<file path="config.mk">
export PLATFORM = sky130hd
export DESIGN_NAME = mode_timer
export DESIGN_NICKNAME = d
export VERILOG_FILES = /design/src/rtl/tmr_pkg.sv /design/src/rtl/tmr_edge.sv /design/src/rtl/tmr_count.sv /design/src/rtl/tmr_ctrl.sv /design/src/rtl/mode_timer.sv
export SDC_FILE = /design/constraint.sdc
export NUM_CORES = 1
export LEC_CHECK = 0
export ABC_AREA = 1
export BUFFER_PORTS_ARGS = -buffer_cell sky130_fd_sc_hd__buf_2
export CAP_MARGIN = 20
export CORE_MARGIN = 1
export CORE_UTILIZATION = 35
export DETAILED_ROUTE_END_ITERATION = 10
export GPL_TIMING_DRIVEN = 0
export PLACE_DENSITY_LB_ADDON = 0.25
export SYNTH_ARGS = -nofsm -noshare
export SYNTH_HDL_FRONTEND = slang
export SYNTH_HIERARCHICAL = 1
export SYNTH_SLANG_ARGS = --single-unit
</file>
<file path="constraint.sdc">
create_clock -name clk -period 2.4 [get_ports clk]
set_input_delay 0.36 -clock clk [delete_from_list [all_inputs] [get_ports clk]]
set_output_delay 0.36 -clock clk [all_outputs]
set_load 0.05 [all_outputs]
</file>
<file path="src/rtl/tmr_pkg.sv">
package tmr_pkg;
  typedef enum logic [1:0] {
    MODE_PULSE  = 2'd0,
    MODE_ONDLY  = 2'd1,
    MODE_OFFDLY = 2'd2,
    MODE_OFF    = 2'd3
  } tmr_mode_e;
endpackage

</file>
<file path="src/rtl/tmr_edge.sv">
module tmr_edge (
  input  logic clk,
  input  logic rst_n,
  input  logic sig,
  output logic rise
);
  logic prev;
  always_ff @(posedge clk or negedge rst_n) begin
    if (!rst_n) prev <= 1'b0;
    else        prev <= sig;
  end
  assign rise = sig & ~prev;
endmodule

</file>
<file path="src/rtl/tmr_count.sv">
module tmr_count #(
  parameter int CNT_W = 16
) (
  input  logic             clk,
  input  logic             rst_n,
  input  logic             clr,
  input  logic             en,
  input  logic             tick,
  input  logic [CNT_W-1:0] limit,
  output logic [CNT_W-1:0] count,
  output logic             reached
);
  localparam logic [CNT_W-1:0] ONE = CNT_W'(1);

  assign reached = (count >= limit);

  always_ff @(posedge clk or negedge rst_n) begin
    if (!rst_n)                     count <= '0;
    else if (clr)                   count <= '0;
    else if (en && tick && !reached) count <= count + ONE;
  end
endmodule

</file>
<file path="src/rtl/tmr_ctrl.sv">
module tmr_ctrl
  import tmr_pkg::*;
(
  input  logic      clk,
  input  logic      rst_n,
  input  tmr_mode_e mode,
  input  logic      in_lvl,
  input  logic      rise,
  input  logic      reached,
  output logic      q,
  output logic      clr,
  output logic      cnt_en
);
  tmr_mode_e mode_q;
  logic      run, run_n, q_n;

  always_comb begin
    clr    = 1'b0;
    cnt_en = 1'b0;
    run_n  = 1'b0;
    q_n    = 1'b0;
    if (mode != mode_q) begin
      clr = 1'b1;
    end else begin
      case (mode)
        MODE_PULSE: begin
          if (run) begin
            if (reached) begin
              q_n = in_lvl;
              clr = 1'b1;
            end else begin
              run_n  = 1'b1;
              q_n    = 1'b1;
              cnt_en = 1'b1;
            end
          end else begin
            clr = 1'b1;
            if (rise) begin
              run_n = 1'b1;
              q_n   = 1'b1;
            end else begin
              q_n = q & in_lvl;
            end
          end
        end
        MODE_ONDLY: begin
          if (!in_lvl) begin
            clr = 1'b1;
          end else begin
            cnt_en = 1'b1;
            q_n    = reached;
          end
        end
        MODE_OFFDLY: begin
          if (in_lvl) begin
            q_n = 1'b1;
            clr = 1'b1;
          end else if (q && !reached) begin
            q_n    = 1'b1;
            cnt_en = 1'b1;
          end else begin
            clr = 1'b1;
          end
        end
        default: clr = 1'b1;
      endcase
    end
  end

  always_ff @(posedge clk or negedge rst_n) begin
    if (!rst_n) begin
      mode_q <= MODE_PULSE;
      run    <= 1'b0;
      q      <= 1'b0;
    end else begin
      mode_q <= mode;
      run    <= run_n;
      q      <= q_n;
    end
  end
endmodule

</file>
<file path="src/rtl/mode_timer.sv">
module mode_timer
  import tmr_pkg::*;
#(
  parameter int CNT_W = 16
) (
  input  logic             clk,
  input  logic             rst_n,
  input  logic             in_lvl,
  input  logic [CNT_W-1:0] preset,
  input  logic             tick,
  input  logic [1:0]       mode,
  output logic             q,
  output logic [CNT_W-1:0] elapsed
);
  logic rise, reached, clr, cnt_en;

  tmr_edge u_edge (
    .clk(clk), .rst_n(rst_n), .sig(in_lvl), .rise(rise)
  );

  tmr_ctrl u_ctrl (
    .clk(clk), .rst_n(rst_n), .mode(tmr_mode_e'(mode)), .in_lvl(in_lvl),
    .rise(rise), .reached(reached), .q(q), .clr(clr), .cnt_en(cnt_en)
  );

  tmr_count #(.CNT_W(CNT_W)) u_count (
    .clk(clk), .rst_n(rst_n), .clr(clr), .en(cnt_en), .tick(tick),
    .limit(preset), .count(elapsed), .reached(reached)
  );
endmodule

</file>
==> impl_metrics.toml <==
[status]
violations = "setup timing"
outcome = "finished with violations"

[die]
die_area_mm2 = 0.00565
initial_utilization_pct = 36.4
coreArea_mm2 = 0.00514
die_y_um = 75.2
die_w_um = 75.2
fp-row-count = 26
io_pins = 39

[sta]
fmax_mhz = 414
final_max_slew_viol_count = 0
max-slew-margin-rel_pct = 65.2
rsz0062_at_grt = "yes"
setup-tns-final_ps = -66.8
setup_ws_ps = -13.0
fin_skew_ps = 6.50
period_minus_slack_ps = 2410
timing.hold.ws_ps = 58.4
hold_viol = 0
worstMarginPinSlew_ps = 522
setup_viol = 10
fin_crit_sh_pct = 101

[layout]
syn2layout_area_growth_pct = 46.9
seq_area_um2 = 546
nNetsFinal = 375
multi_input_area_mm2 = 0.00140
drive_gt1_share_pct = 49.0
fillers = 531
diodes = 0
fin_cells = 405

[placement]
dp_cells = 374
numPortBuffers = 38
place.gp.congestion = 0.795
dp_hpwl_mm = 3.20

[critical_path]
r2r_cells = 16
cp-start-kind = "register"
required_ps = 2600
crit_type = "register to register"
end_kind = "register"
crit_path_end = "u_count/count[6]"
r2r-end = "u_count/count[6]"
startpoint = "u_count/count[10]"
cp_max_fo = 6
arrival_ps = 2620
r2r-start = "u_count/count[10]"
reg2reg_setup_slack_ps = -10

[logic_synthesis]
synth.most_common_cell = "nand2_1"
synth_area_leaders = "dfrtp_1 (28%), nand2_1 (12%), ha_1 (11%)"
synthTopCellsByCount = "nand2_1 (61), inv_1 (41), nor2_1 (30)"
synth_edf_count = 0
ys_ff_latch = 21
post_synth_inst_count = 266
synth_nets = 305
ys_seq_area_share_pct = 28.1
ys.flop_type = "dfrtp_1"
synthArstFlopShare_pct = 100
ys_warn_count = 6
synth_area_per_cell_um2 = 7.04
synth_cell_types = 35
synth_top_area_share_pct = 28.1
synth_area_mm2 = 0.00187
yosysTopAreaCell = "dfrtp_1"

[grt]
grt_pass1_vias = 1726
grt_max_degree = 22
gr-usage-all-layers_pct = 18.7
grt_pass1_wl_mm = 7.94
antenna_found_initial = 0
grt_overflow = 0

[clock_tree]
h-tree-depth = 1
clock_sinks = 21
cts_tree = "yes"
clk_latency_ps = 270
cts.hold.buffers_added = 0
path_clk_slew_ps = 80
cts-root-buf = "clkbuf_8"
clockBufferDepth = 2
cts_made_buffers = 3

[routing]
wl_mm = 4.81
viasPerCell = 4.64
vias = 1881
drc = 0
ant_nets = 0
drt_iter0_drc = 65
met1_length_mm = 2.16
dr_wl_met2_mm = 2.49
routed.top_layer = "met4"
routedWlPerCell_um = 11.9
dr.pass1.iters = 4
wl_met3_um = 115

[power]
peakVddDrop_mv = 0.167
p_total_uw = 709
p_leak_nw = 1.38
pwr_density_cell_mw_per_mm2 = 258

[flow_run]
maxCapViolCount = 0

[hold_path]
hp-class = "primary input to asynchronous set/reset pin"
placed cells by master, fill, tap and decap left out, drive strengths merged, types with 2 or more instances in the layout:
master   n
nor3b    4
nand2   82
dfrtp   21
xor2     4
nor3     7
clkinv   2
nand3   25
o21ai    7
nor2    34
a21oi   12
inv     42
buf     66
ha      17
clkbuf   6
worst min-delay path by stage:
| stage | endpoint | slack [ps] | cells after the start |
|---|---|---|---|
| floorplan | u_count/count[0] | 60 | 0 |
| global placement | u_count/count[11] | 370 | 1 |
| detailed placement | u_count/count[11] | 360 | 1 |
| CTS | u_count/count[11] | 70 | 1 |
| global route | u_count/count[11] | 100 | 1 |
| finish | u_count/count[11] | 60 | 1 |
power breakdown:
part	total, mW	internal (mW)	switching [mW]
logic	0.107	0.0457	0.0612
clock network	0.243	0.119	0.125
registers	0.359	0.357	0.00200
total	0.709	0.521	0.188
logic make-up (layout without fill, tap and decap cells):
group           Yosys count  after routing  share of synthesized area, %
flops                    21             21                          28.1
compound gates           21             21                          6.28
xor+xnor                  5              5                          2.34
simple gates            155            155                          41.4
fa+ha+maj                17             17                          11.4
buf+inv                  47            116                          10.6
metal layers:
| layer | vias to the layer above | track usage, % |
|---|---|---|
| met1 | 878 | 24.2 |
| met5 | - | 0 |
| li1 | 973 | - |
| met2 | 26 | 33.3 |
| met3 | 4 | 2.14 |
| met4 | 0 | 4.53 |
worst max-delay path, stage by stage (launching register included):
cell and delay [ps]:
dfrtp_2 460, ha_1 310, nand4_1 150, nor3_2 150, nand2_2 80, and2_4 140, inv_4 70, inv_2 50
nand2_4 60, nor3_4 40, buf_6 120, o21bai_4 220, clkinv_4 140, nand2_8 130, buf_12 130, nand2_2 50
nand2_2 50
through the flow:
step	instance area (um^2)	utilization, %	worst slack [ps]
after floorplan	1950	-	-69.5
after global placement	2230	43.4	-403
after detailed placement	2230	43.4	-407
after CTS	2620	51.0	2.04
after global routing	2750	53.5	-147
final	2750	53.5	-13.0
cell type report:
| cell class | count | area share [%] |
|---|---|---|
| tap | 70 | 3.18 |
| buffer | 3 | 1.91 |
| sequential | 21 | 19.8 |
| inverter | 43 | 6.14 |
| clock buffer | 4 | 1.64 |
| timing repair inverter | 1 | 0.182 |
| multi-input combinational | 198 | 50.9 |
| timing repair buffer | 65 | 16.2 |
sequential cells by signal (all words and copies together) (netlist names):
name / flops
u_count/count: 16
u_ctrl/mode_q: 2
u_ctrl/q: 1
u_ctrl/run: 1
u_edge/prev: 1
repair_timing:
| action | in CTS | in global routing |
|---|---|---|
| setup endpoints to repair | 16 | 16 |
| pin swaps | 11 | 19 |
| resized for setup | 28 | 27 |
| cloned | 3 | 0 |
| setup buffers | 23 | 2 |
(Power assumes the default switching activity.)
